--- config.mk ---
export PLATFORM = sky130hd
export DESIGN_NAME = sriov_vf_decoder
export DESIGN_NICKNAME = d
export VERILOG_FILES = /design/src/rtl/sriov_dec_pkg.sv /design/src/rtl/sriov_vf_ctrl.sv /design/src/rtl/sriov_vf_datapath.sv /design/src/rtl/sriov_vf_decoder.sv
export SDC_FILE = /design/constraint.sdc
export NUM_CORES = 1
export LEC_CHECK = 0
export BUFFER_PORTS_ARGS = -buffer_cell sky130_fd_sc_hd__buf_2
export CORE_MARGIN = 2
export CORE_UTILIZATION = 55
export DETAILED_ROUTE_END_ITERATION = 6
export PLACE_DENSITY = 0.83
export SETUP_SLACK_MARGIN = 0.15
export SLEW_MARGIN = 40
export SYNTH_ARGS = -nofsm -noshare
export SYNTH_HDL_FRONTEND = slang
export SYNTH_SLANG_ARGS = --single-unit
export TNS_END_PERCENT = 30
--- constraint.sdc ---
create_clock -name clk -period 23.7 [get_ports clk]
set_input_delay 2.37 -clock clk [delete_from_list [all_inputs] [get_ports clk]]
set_output_delay 2.37 -clock clk [all_outputs]
set_load 0.02 [all_outputs]
--- src/rtl/sriov_dec_pkg.sv ---
package sriov_dec_pkg;

  // Strobes from the control half to the datapath half.
  typedef struct packed {
    logic capture;   // a request is being taken this cycle
    logic allowHit;  // configuration permits any VF to decode
  } decStrobe_t;

endpackage

--- src/rtl/sriov_vf_ctrl.sv ---
module sriov_vf_ctrl
  import sriov_dec_pkg::*;
#(
  parameter int FN_W  = 8,
  parameter int CFG_W = 16
) (
  input  logic             clk,
  input  logic             rstN,
  input  logic             reqValid,
  input  logic [FN_W-1:0]  pfDevfn,
  input  logic [CFG_W-1:0] vfOffset,
  input  logic [CFG_W-1:0] vfStride,
  input  logic             vfEnable,
  input  logic [CFG_W-1:0] numVfs,
  input  logic [CFG_W-1:0] totalVfs,
  output decStrobe_t       strobe,
  output logic [CFG_W-1:0] activeCnt,
  output logic             cfgError
);

  localparam int LAST_W = 2 * CFG_W + FN_W + 2;
  localparam logic [LAST_W-1:0] DEVFN_SPAN = LAST_W'(1) << FN_W;

  logic [LAST_W-1:0] lastTerm;
  logic [LAST_W-1:0] lastAddr;
  logic              cfgBad;
  logic              countOk;

  // Address of the highest VF the capability could ever create.
  always_comb begin
    lastTerm = LAST_W'(totalVfs - CFG_W'(1)) * LAST_W'(vfStride);
    lastAddr = LAST_W'(pfDevfn) + LAST_W'(vfOffset) + lastTerm;
    cfgBad   = (totalVfs != '0) && (lastAddr >= DEVFN_SPAN);
  end

  // Active count collapses to zero when disabled or over-subscribed.
  always_comb begin
    countOk   = (numVfs <= totalVfs);
    activeCnt = (vfEnable && countOk) ? numVfs : '0;
  end

  always_comb begin
    strobe.capture  = reqValid;
    strobe.allowHit = reqValid && !cfgBad && (activeCnt != '0);
  end

  always_ff @(posedge clk) begin
    if (!rstN) cfgError <= 1'b0;
    else       cfgError <= cfgBad;
  end

  // the flag only rises for a capability that advertises VFs.
  a_r7_err_needs_vfs: assert property (@(posedge clk) disable iff (!rstN)
    cfgError |-> ($past(totalVfs) != '0));

  // permission to hit implies the requested count fit the total.
  a_r9_count_within_total: assert property (@(posedge clk) disable iff (!rstN)
    strobe.allowHit |-> (numVfs <= totalVfs));

endmodule

--- src/rtl/sriov_vf_datapath.sv ---
module sriov_vf_datapath
  import sriov_dec_pkg::*;
#(
  parameter int FN_W  = 8,
  parameter int CFG_W = 16
) (
  input  logic             clk,
  input  logic             rstN,
  input  decStrobe_t       strobe,
  input  logic [FN_W-1:0]  reqDevfn,
  input  logic [FN_W-1:0]  pfDevfn,
  input  logic [CFG_W-1:0] vfOffset,
  input  logic [CFG_W-1:0] vfStride,
  input  logic [CFG_W-1:0] activeCnt,
  output logic             rspValid,
  output logic             rspHit,
  output logic [FN_W-1:0]  rspVfIdx
);

  localparam int BASE_W = CFG_W + 1;
  localparam int REM_W  = CFG_W + 1;

  logic [BASE_W-1:0] firstAddr;
  logic              belowFirst;
  logic [FN_W-1:0]   delta;
  logic              isPf;
  logic              strideZero;

  // Distance from the first VF address.
  always_comb begin
    firstAddr  = BASE_W'(pfDevfn) + BASE_W'(vfOffset);
    belowFirst = BASE_W'(reqDevfn) < firstAddr;
    delta      = reqDevfn - firstAddr[FN_W-1:0];
    isPf       = (reqDevfn == pfDevfn);
    strideZero = (vfStride == '0);
  end

  // Restoring division of delta by the stride, one stage per dividend bit.
  logic [REM_W-1:0] remChain [FN_W+1];
  logic [FN_W-1:0]  quot;

  assign remChain[0] = '0;

  for (genvar k = 0; k < FN_W; k++) begin : g_divStage
    localparam int BIT = FN_W - 1 - k;
    logic [REM_W-1:0] shifted;
    logic             fits;
    assign shifted          = {remChain[k][CFG_W-1:0], delta[BIT]};
    assign fits             = (shifted >= {1'b0, vfStride});
    assign quot[BIT]        = fits;
    assign remChain[k+1]    = fits ? (shifted - {1'b0, vfStride}) : shifted;
  end

  logic             exact;
  logic [FN_W-1:0]  idxNext;
  logic             hitNext;

  always_comb begin
    if (strideZero) begin
      exact   = (delta == '0);
      idxNext = '0;
    end else begin
      exact   = (remChain[FN_W] == '0);
      idxNext = quot;
    end
    hitNext = strobe.allowHit && !belowFirst && !isPf && exact &&
              (CFG_W'(idxNext) < activeCnt);
  end

  always_ff @(posedge clk) begin
    if (!rstN) begin
      rspValid <= 1'b0;
      rspHit   <= 1'b0;
      rspVfIdx <= '0;
    end else begin
      rspValid <= strobe.capture;
      rspHit   <= hitNext;
      rspVfIdx <= hitNext ? idxNext : '0;
    end
  end

  // with a zero stride the only possible match is index 0.
  a_r6_zero_stride_idx: assert property (@(posedge clk) disable iff (!rstN)
    (rspHit && ($past(vfStride) == '0)) |-> (rspVfIdx == '0));

  // a hit never comes from a request below the first VF address.
  a_r3_not_below_first: assert property (@(posedge clk) disable iff (!rstN)
    rspHit |-> ({1'b0, $past(reqDevfn)} >=
                 (BASE_W'($past(pfDevfn)) + BASE_W'($past(vfOffset)))));

  // the reported index points back at the requested address.
  a_r2_index_consistent: assert property (@(posedge clk) disable iff (!rstN)
    rspHit |-> ((2*CFG_W+FN_W+2)'($past(pfDevfn)) +
                (2*CFG_W+FN_W+2)'($past(vfOffset)) +
                (2*CFG_W+FN_W+2)'(rspVfIdx) * (2*CFG_W+FN_W+2)'($past(vfStride))
                == (2*CFG_W+FN_W+2)'($past(reqDevfn))));

endmodule

--- src/rtl/sriov_vf_decoder.sv ---
module sriov_vf_decoder
  import sriov_dec_pkg::*;
#(
  parameter int FN_W  = 8,
  parameter int CFG_W = 16
) (
  input  logic             clk,
  input  logic             rstN,
  input  logic             reqValid,
  input  logic [FN_W-1:0]  reqDevfn,
  input  logic [FN_W-1:0]  pfDevfn,
  input  logic [CFG_W-1:0] vfOffset,
  input  logic [CFG_W-1:0] vfStride,
  input  logic             vfEnable,
  input  logic [CFG_W-1:0] numVfs,
  input  logic [CFG_W-1:0] totalVfs,
  output logic             rspValid,
  output logic             rspHit,
  output logic [FN_W-1:0]  rspVfIdx,
  output logic             cfgError
);

  decStrobe_t       strobe;
  logic [CFG_W-1:0] activeCnt;

  sriov_vf_ctrl #(.FN_W(FN_W), .CFG_W(CFG_W)) u_ctrl (
    .clk      (clk),
    .rstN     (rstN),
    .reqValid (reqValid),
    .pfDevfn  (pfDevfn),
    .vfOffset (vfOffset),
    .vfStride (vfStride),
    .vfEnable (vfEnable),
    .numVfs   (numVfs),
    .totalVfs (totalVfs),
    .strobe   (strobe),
    .activeCnt(activeCnt),
    .cfgError (cfgError)
  );

  sriov_vf_datapath #(.FN_W(FN_W), .CFG_W(CFG_W)) u_datapath (
    .clk      (clk),
    .rstN     (rstN),
    .strobe   (strobe),
    .reqDevfn (reqDevfn),
    .pfDevfn  (pfDevfn),
    .vfOffset (vfOffset),
    .vfStride (vfStride),
    .activeCnt(activeCnt),
    .rspValid (rspValid),
    .rspHit   (rspHit),
    .rspVfIdx (rspVfIdx)
  );

  // a response only follows a request.
  a_r1_rsp_after_req: assert property (@(posedge clk) disable iff (!rstN)
    rspValid |-> $past(reqValid));

  // idle cycles leave the response fields at zero.
  a_r11_idle_quiet: assert property (@(posedge clk) disable iff (!rstN)
    !rspValid |-> (!rspHit && (rspVfIdx == '0)));

  // hit index stays below the requested count.
  a_r4_idx_below_count: assert property (@(posedge clk) disable iff (!rstN)
    rspHit |-> (CFG_W'(rspVfIdx) < $past(numVfs)));

  // no hit while VFs are disabled.
  a_r5_needs_enable: assert property (@(posedge clk) disable iff (!rstN)
    rspHit |-> $past(vfEnable));

  // an overflowing configuration never yields a hit.
  a_r8_no_hit_on_error: assert property (@(posedge clk) disable iff (!rstN)
    rspHit |-> !cfgError);

  // the PF's own number is never decoded as a VF.
  a_r10_pf_not_vf: assert property (@(posedge clk) disable iff (!rstN)
    rspHit |-> ($past(reqDevfn) != $past(pfDevfn)));

endmodule

; After elaboration in Yosys (flattened, before gate mapping)
; Index checks and enable logic that the tools add are counted.
[word_totals]
reg_bits = 11
inputBits = 84
[classes]
n_addsub = 13
multipliers = 1
magnitude_cmp = 12
n_eq_ne = 1
mux = 11
reduce_logical = 17
[ops]
columns = cell, count
row1 = 16-bit two-way mux, 8
row2 = 17-bit by 16-bit >= comparator with 1-bit output, 7
row3 = 16-bit subtractor, 6
row4 = 42-bit adder, 1
row5 = 42-bit by 9-bit >= comparator with 1-bit output (second input constant), 1
row6 = 42-bit by 16-bit multiplier with 42-bit output, 1
row7 = 8-bit by 16-bit adder with 17-bit output, 2
row8 = 16-bit nonzero test, 2
row9 = 17-bit logical NOT, 1
row10 = 8-bit by 17-bit < comparator with 1-bit output, 1
row11 = 17-bit two-way mux, 1
row12 = 16-bit by 1-bit subtractor with 17-bit output (second input constant), 1
row13 = 17-bit by 16-bit subtractor with 17-bit output, 1
row14 = 1-bit by 16-bit >= comparator with 1-bit output, 1
row15 = 16-bit less-or-equal comparator, 1
row16 = 16-bit logical NOT, 1
row17 = 8-bit by 16-bit < comparator with 1-bit output, 1
row18 = 1-bit by 16-bit subtractor with 16-bit output, 1
row19 = 8-bit equality test, 1
row20 = 1-bit logical AND, 8
row21 = 8-bit logical NOT, 1
row22 = 8-bit two-way mux, 1
row23 = 8-bit subtractor, 1
row24 = 1-bit logical NOT, 3
row25 = other kinds (2), 2

; Logic depth before layout (Yosys ltp)
; Gate-level depths: netlist of the first run.
[depth]
word_depth = 23
mapped_depth = 110
ltp_nobuf = 103

; By module
; Synthesis of the first run repeated with hierarchy kept, for this count alone.
[hier_totals]
hier_cells = 2668
hier_area_um2 = 21511.9
[modules_own_cells]
columns = module, n_inst, cells_each, area_each_um2, seq_area_each_um2
row1 = sriov_vf_ctrl, 1, 1463, 12901.1, 20.0
row2 = sriov_vf_datapath, 1, 1205, 8610.8, 200.2

; Worst setup path before layout of the first run
; No wires, ideal clock.
[synth_timing]
kind = input-to-reg
from = in pfDevfn[0]
to = reg u_datapath.rspVfIdx[0]
arrival_time_ps = 23577
required_ps = 23608
path_slack_ps = 30
stages = 103
path_cell_list = ha_1 > fa_1 > inv_1 > ha_1 > nor2b_1 > o21ai_0 > nand2b_1 > a21o_1 > maj3_1 > a21o_1 > o211a_1 > ha_1 > nor2b_1 > o21ai_1 > or3_1 > buf_1 > inv_1 > ha_1 > [... 67 more ...] > buf_2 > buf_2 > mux2i_1 > ha_1 > nor2b_1 > o21ai_0 > a21boi_0 > o21ai_0 > a21boi_0 > o21ai_0 > a21o_1 > a21oi_1 > a221o_1 > o21ai_0 > nand2b_1 > a211oi_4 > o2111ai_4 > nor4_1
[synth_via]
elab_chain_len = 23
elab_cells_between_ends = 47
[synth_rtl]
columns = item, line_no
row1 = from (decl), sriov_vf_decoder.sv:11  ; input logic [FN_W-1:0] pfDevfn,
row2 = "parallel branches: the longest is 23 deep, another holds 8-bit by 16-bit adder with 17-bit output", -
row3 = to (signal assigned), sriov_vf_datapath.sv:78  ; rspVfIdx <= hitNext ? idxNext : '0;
row4 = to (decl), sriov_vf_datapath.sv:17  ; output logic [FN_W-1:0] rspVfIdx
; Several ways; the timed one is not identified.
; A chain may end at the register's enable or synchronous reset.

; Worst setup path in the final report of the first run
[layout_timing]
from = in pfDevfn[0]
to = reg u_datapath.rspVfIdx[6]
; The elaborated chain is that of the path after synthesis.

==> results of run 1 <==
-- worst min-delay path, cell delays in order --
cell	delay [ns]
buf_2	0.11
inv_1	0.04
nor2_1	0.03
-- metal layers --
layer | up-vias | GRT usage | wire (um)
li1 | 8597 | - | -
met1 | 9251 | 0.424 | 25100
met2 | 874 | 0.612 | 32000
met3 | 257 | 0.0713 | 5470
met4 | 0 | 0.208 | 4720
met5 | - | 0 | 0
-- layout make-up --
class | instances | area share
clock inverter | 1 | 0.000226
clock buffer | 3 | 0.00339
inverter | 394 | 0.0670
sequential | 11 | 0.00996
tap | 461 | 0.0261
timing repair buffer | 205 | 0.0600
antenna | 4 | 0.000453
multi-input combinational | 1997 | 0.833
-- registers in the layout, summed over array words and instances (netlist names) --
name	flops
u_datapath.rspVfIdx	8
u_ctrl.cfgError	1
u_datapath.rspHit	1
u_datapath.rspValid	1
-- final timing paths --
path	endpoint	slack [ns]
hold / removal	u_ctrl.cfgError	2.36
setup / recovery	u_datapath.rspVfIdx[6]	1.16
-- cell usage in the layout (no fill, tap or decap), types with 47 or more instances in the layout --
master	netlist	final
nand2b_1	47	47
xnor2_1	83	83
buf_4	3	108
o21ai_0	105	92
nor2_1	120	119
and2_1	56	56
nand2_1	303	302
ha_1	231	226
a21oi_1	128	123
a21o_1	53	53
buf_2	11	94
fa_1	317	316
inv_1	393	392
-- power by group --
group	leakage (nW)	total (mW)	switching, mW	internal, mW
combinational	11.1	2.58	1.53	1.05
clock	0.0409	0.0319	0.00944	0.0224
sequential	0.0892	0.0188	0.0000316	0.0187
-- kinds of logic after synthesis --
logic type                 after synthesis  share of synthesized area
AOI/OAI and AO/OA                      496                      0.169
xor gates and xnor gates               127                     0.0555
adders and majority gates              550                      0.462
buffers and inverters                  465                     0.0887
DFF                                     11                     0.0110
muxes                                   43                     0.0231
and+or+nand+nor                        779                      0.191
-- stage by stage --
step                      utilization  setup WS (ns)
after floorplan                     -          0.150
after global placement          0.604          0.379
after detailed placement        0.604         -0.179
after CTS                       0.607          0.189
after global routing            0.619          0.176
final                           0.619           1.16
-- timing repair --
action	4_1_cts	5_1_grt
gates cloned	0	2
endpoints found under the hold margin	0	0
pin swaps	0	20
buffers inserted	0	10
resized for setup	5	67
setup endpoints to repair	9	9
==> summary.txt, run 1 <==
Die width -> 195 um
Vias per cell -> 6.17
RSZ-0062 raised after global routing -> no
Critical path's top delay family -> compound AO/OA/AOI/OAI gates
Drt first pass iters -> 6
Clk root buf -> clkbuf_16
Sequential cell area fraction in the yosys report -> 0.0110
CP Max Fanout -> 10
Design area -> 0.0221 mm^2
Nets -> 3244
WL final -> 67300 um
# setup viols final -> 0
CTS H-tree depth -> 1
Max-cap violations -> 0
Count leader, synth -> inv_1
Core Region -> 0.0357 mm^2
Max Slew Vio Count -> 0
Final Cycle Share -> 0.951
Fmax -> 44.4 MHz
First-pass GRT wire length -> 107000 um
Die ar. -> 0.0380 mm^2
Port-buffer cells -> 94
Slowest-stage cell, CP -> fa_2
Min-Delay Startpoint -> rstN
Cells after Synth -> 2471
Cell mode on critical path -> ha_1
Synth area leader -> fa_1
Worst hold slack -> 2.36 ns
Cells after DPL -> 3056
Vias in the first global route -> 20063
Share of the synthesized area in the top cell type -> 0.317
Setup crit start -> pfDevfn[0]
Final min period -> 22.54 ns
Lkg Pwr -> 11.2 nW
Cts hold-fix bufs -> 0
Iteration-0 DRC Markers -> 1342
Share of cells above drive strength 1 -> 0.124
Synth top cells by count -> 393 x inv_1, 317 x fa_1, 303 x nand2_1
Ys flop type -> dfxtp_1
Routed via count -> 18979
Gr ovfl total -> 0
Slowest Stage Delay on Critical Path -> 0.58 ns
GRT Util Overall -> 0.360
Largest cells by area after synthesis -> fa_1 32%, ha_1 14%, inv_1 7.4%
Status -> complete, no violations
Crit path required time -> 23.85 ns
Setup CP Type -> in2reg
Final Hold Vio Count -> 0
Drt drc -> 0
Rows -> 69
YS warnings -> 0
WP data arrival -> 22.69 ns
Crit path buffers/inverters -> 13
Post-synth ARST share -> 0
Maximum number of pins on one net before global-route repair -> 26
Hpwl dp -> 56700 um
CTS Buffer Depth -> 2
Multi-input combinational cell area -> 0.0184 mm^2
Cts bufs inserted -> 3
Syn_area_per_cell -> 8.11 um^2
Fill cells -> 3087
Final ANT Viol Nets -> 0
Post-synth EDFFs -> 0
Hold depth -> 3
GPL Wtd Cong -> 1.03
Worst setup EP type -> flop
Starting Density -> 0.561
Fin cells -> 3076
Worst Setup Start Kind -> input port
Die Ht -> 195 um
Syn_nets -> 3103
PnR Total Power -> 2.63 mW
Wire length per cell -> 21.9 um
Setup TNS -> 0 ns
Register bit total from synthesis -> 11
Storage cell area -> 220 um^2
Crit path depth -> 97
Slew Limit Headroom -> 0.379
Power Density -> 119 mW/mm^2
Synth cell types -> 93
Clk slew on worst S/H paths -> 0.04 ns
IO Count -> 95
Cell area after synthesis -> 0.0200 mm^2
Worst slew pin tran -> 0.925 ns
CTS tree -> built
Syn-to-layout area delta -> 10.3%
Antenna violations before repair -> 4
Peak VDD IR -> 0.000271 V
Min-Delay Path Class -> in2reg
Clock sink count -> 11
Placed instance area -> 0.0216 mm^2
No activity file was read; power rests on OpenSTA's default activity.
==> run 2, diff against run 1 <==
- PLACE_DENSITY: 0.83 -> 0.81
- clock period: 23.7 -> 26.9 ns (I/O delays scaled with it)
==> summary.txt, run 2 (synthesis results as in run 1) <==
End point of the critical path -> u_datapath.rspVfIdx[5]
Setup CP Type -> in2reg
Cts bufs inserted -> 3
Maximum number of pins on one net before global-route repair -> 27
Setup TNS -> 0 ns
Cts hold-fix bufs -> 0
Dpl ws -> 0.531 ns
Final worst slack -> 1.67 ns
Peak VDD IR -> 0.000324 V
Most frequent cells in the layout -> 393 x inv_1, 317 x fa_1, 303 x nand2_1
Fmax -> 39.6 MHz
Power Density -> 108 mW/mm^2
Hpwl dp -> 57400 um
Share of cells above drive strength 1 -> 0.0875
GPL Wtd Cong -> 1.04
Final Hold Vio Count -> 0
Lkg Pwr -> 10.9 nW
Min-Delay Startpoint -> rstN
RSZ-0062 raised after global routing -> no
Number of flip-flops under the largest register name -> 8
Worst setup EP type -> flop
Min-Delay Path Class -> in2reg
CP Max Fanout -> 21
Die width -> 195 um
CTS tree -> built
Cell mode on critical path -> ha_1
# setup viols final -> 0
Rows -> 69
Vias in the first global route -> 19280
Fill cells -> 3252
Wire length per cell -> 22.4 um
WP data arrival -> 25.36 ns
Clk slew on worst S/H paths -> 0.05 ns
IO Count -> 95
Die Ht -> 195 um
Drt drc -> 0
Max Slew Vio Count -> 0
Final ANT Viol Nets -> 0
Antenna violations before repair -> 9
Iteration-0 DRC Markers -> 1183
Worst slew pin tran -> 0.920 ns
Most common cell after layout, fill and taps aside -> inv_1
Crit path required time -> 27.03 ns
Starting Density -> 0.561
Drt first pass iters -> 5
Largest Register -> u_datapath.rspVfIdx
Final Cycle Share -> 0.938
Gr ovfl total -> 0
Clk root buf -> clkbuf_16
Port-buffer cells -> 94
Slowest Stage Delay on Critical Path -> 0.56 ns
Slowest-stage cell, CP -> fa_1
Vias per cell -> 6.15
Final min period -> 25.23 ns
Syn-to-layout area delta -> 6.70%
Clock sink count -> 11
Slew Limit Headroom -> 0.382
Setup crit start -> pfDevfn[0]
WL final -> 67500 um
PnR Total Power -> 2.31 mW
Nets -> 3181
CTS Buffer Depth -> 2
Routed via count -> 18555
Worst Setup Start Kind -> input port
Status -> complete, no violations
GRT Util Overall -> 0.360
Max-cap violations -> 0
First-pass GRT wire length -> 106000 um
CTS H-tree depth -> 1
Die ar. -> 0.0380 mm^2
Core Region -> 0.0357 mm^2
run 2: cell types whose count changed in the layout (fill, tap and decap cells not counted), sizes merged:
| cell | delta |
|---|---|
| a32oi | -1 |
| buf | -62 |
| clkbuf | +1 |
| diode | +2 |
| o21ai | -1 |
run 2: worst min-delay path by stage:
stage | endpoint | slack (ns) | depth (start not counted)
final | u_ctrl.cfgError | 2.67 | 3
after floorplan | u_ctrl.cfgError | 2.80 | 2
after CTS | u_ctrl.cfgError | 2.67 | 3
after detailed placement | u_ctrl.cfgError | 2.92 | 3
after global placement | u_ctrl.cfgError | 2.92 | 3
after global routing | u_ctrl.cfgError | 2.69 | 3
run 2: area by class of cell:
| class | count | area (um^2) | area share |
|---|---|---|---|
| tap | 461 | 577 | 0.0270 |
| clock inverter | 1 | 5.00 | 0.000234 |
| multi-input combinational | 1995 | 18200 | 0.849 |
| clock buffer | 3 | 75.1 | 0.00351 |
| antenna | 6 | 15.0 | 0.000702 |
| timing repair buffer | 144 | 848 | 0.0397 |
| inverter | 394 | 1480 | 0.0691 |
| sequential | 11 | 220 | 0.0103 |
run 2: stage by stage:
step,hold WS (ns),area [um^2],cells,utilization
after global placement,2.92,21100,2996,0.591
after global routing,2.69,21400,3011,0.598
after CTS,2.67,21200,3001,0.594
after detailed placement,2.92,21100,2997,0.591
after floorplan,2.80,20000,2471,-
final,2.67,21400,3015,0.598
run 2: worst max-delay path, delay by kind of cell:
kind / cells / cell delay [ns]
compound gates: 48 / 10.25
fa+ha+maj: 13 / 4.19
simple gates: 23 / 4.43
buf+inv: 9 / 1.30
mux: 6 / 2.01
xor+xnor: 1 / 0.45
run 2: what timing repair did:
item / CTS / global route
endpoints found under the setup margin: 0 / 9
setup buffers: 0 / 7
gates resized for setup: 0 / 23
endpoints found under the hold margin: 0 / 0
run 2: power by group:
group / internal, mW / total (mW) / switching [mW]
Combinational: 0.896 / 2.26 / 1.37
Sequential: 0.0165 / 0.0166 / 0.0000903
Clock: 0.0198 / 0.0279 / 0.00818
run 2: routing by layer:
layer / GRT usage / vias to the layer above / routed length (um)
li1: - / 8466 / -
met4: 0.223 / 6 / 4900
met5: 0 / - / 39
met1: 0.435 / 9094 / 25600
met2: 0.607 / 762 / 32100
met3: 0.0540 / 227 / 4930
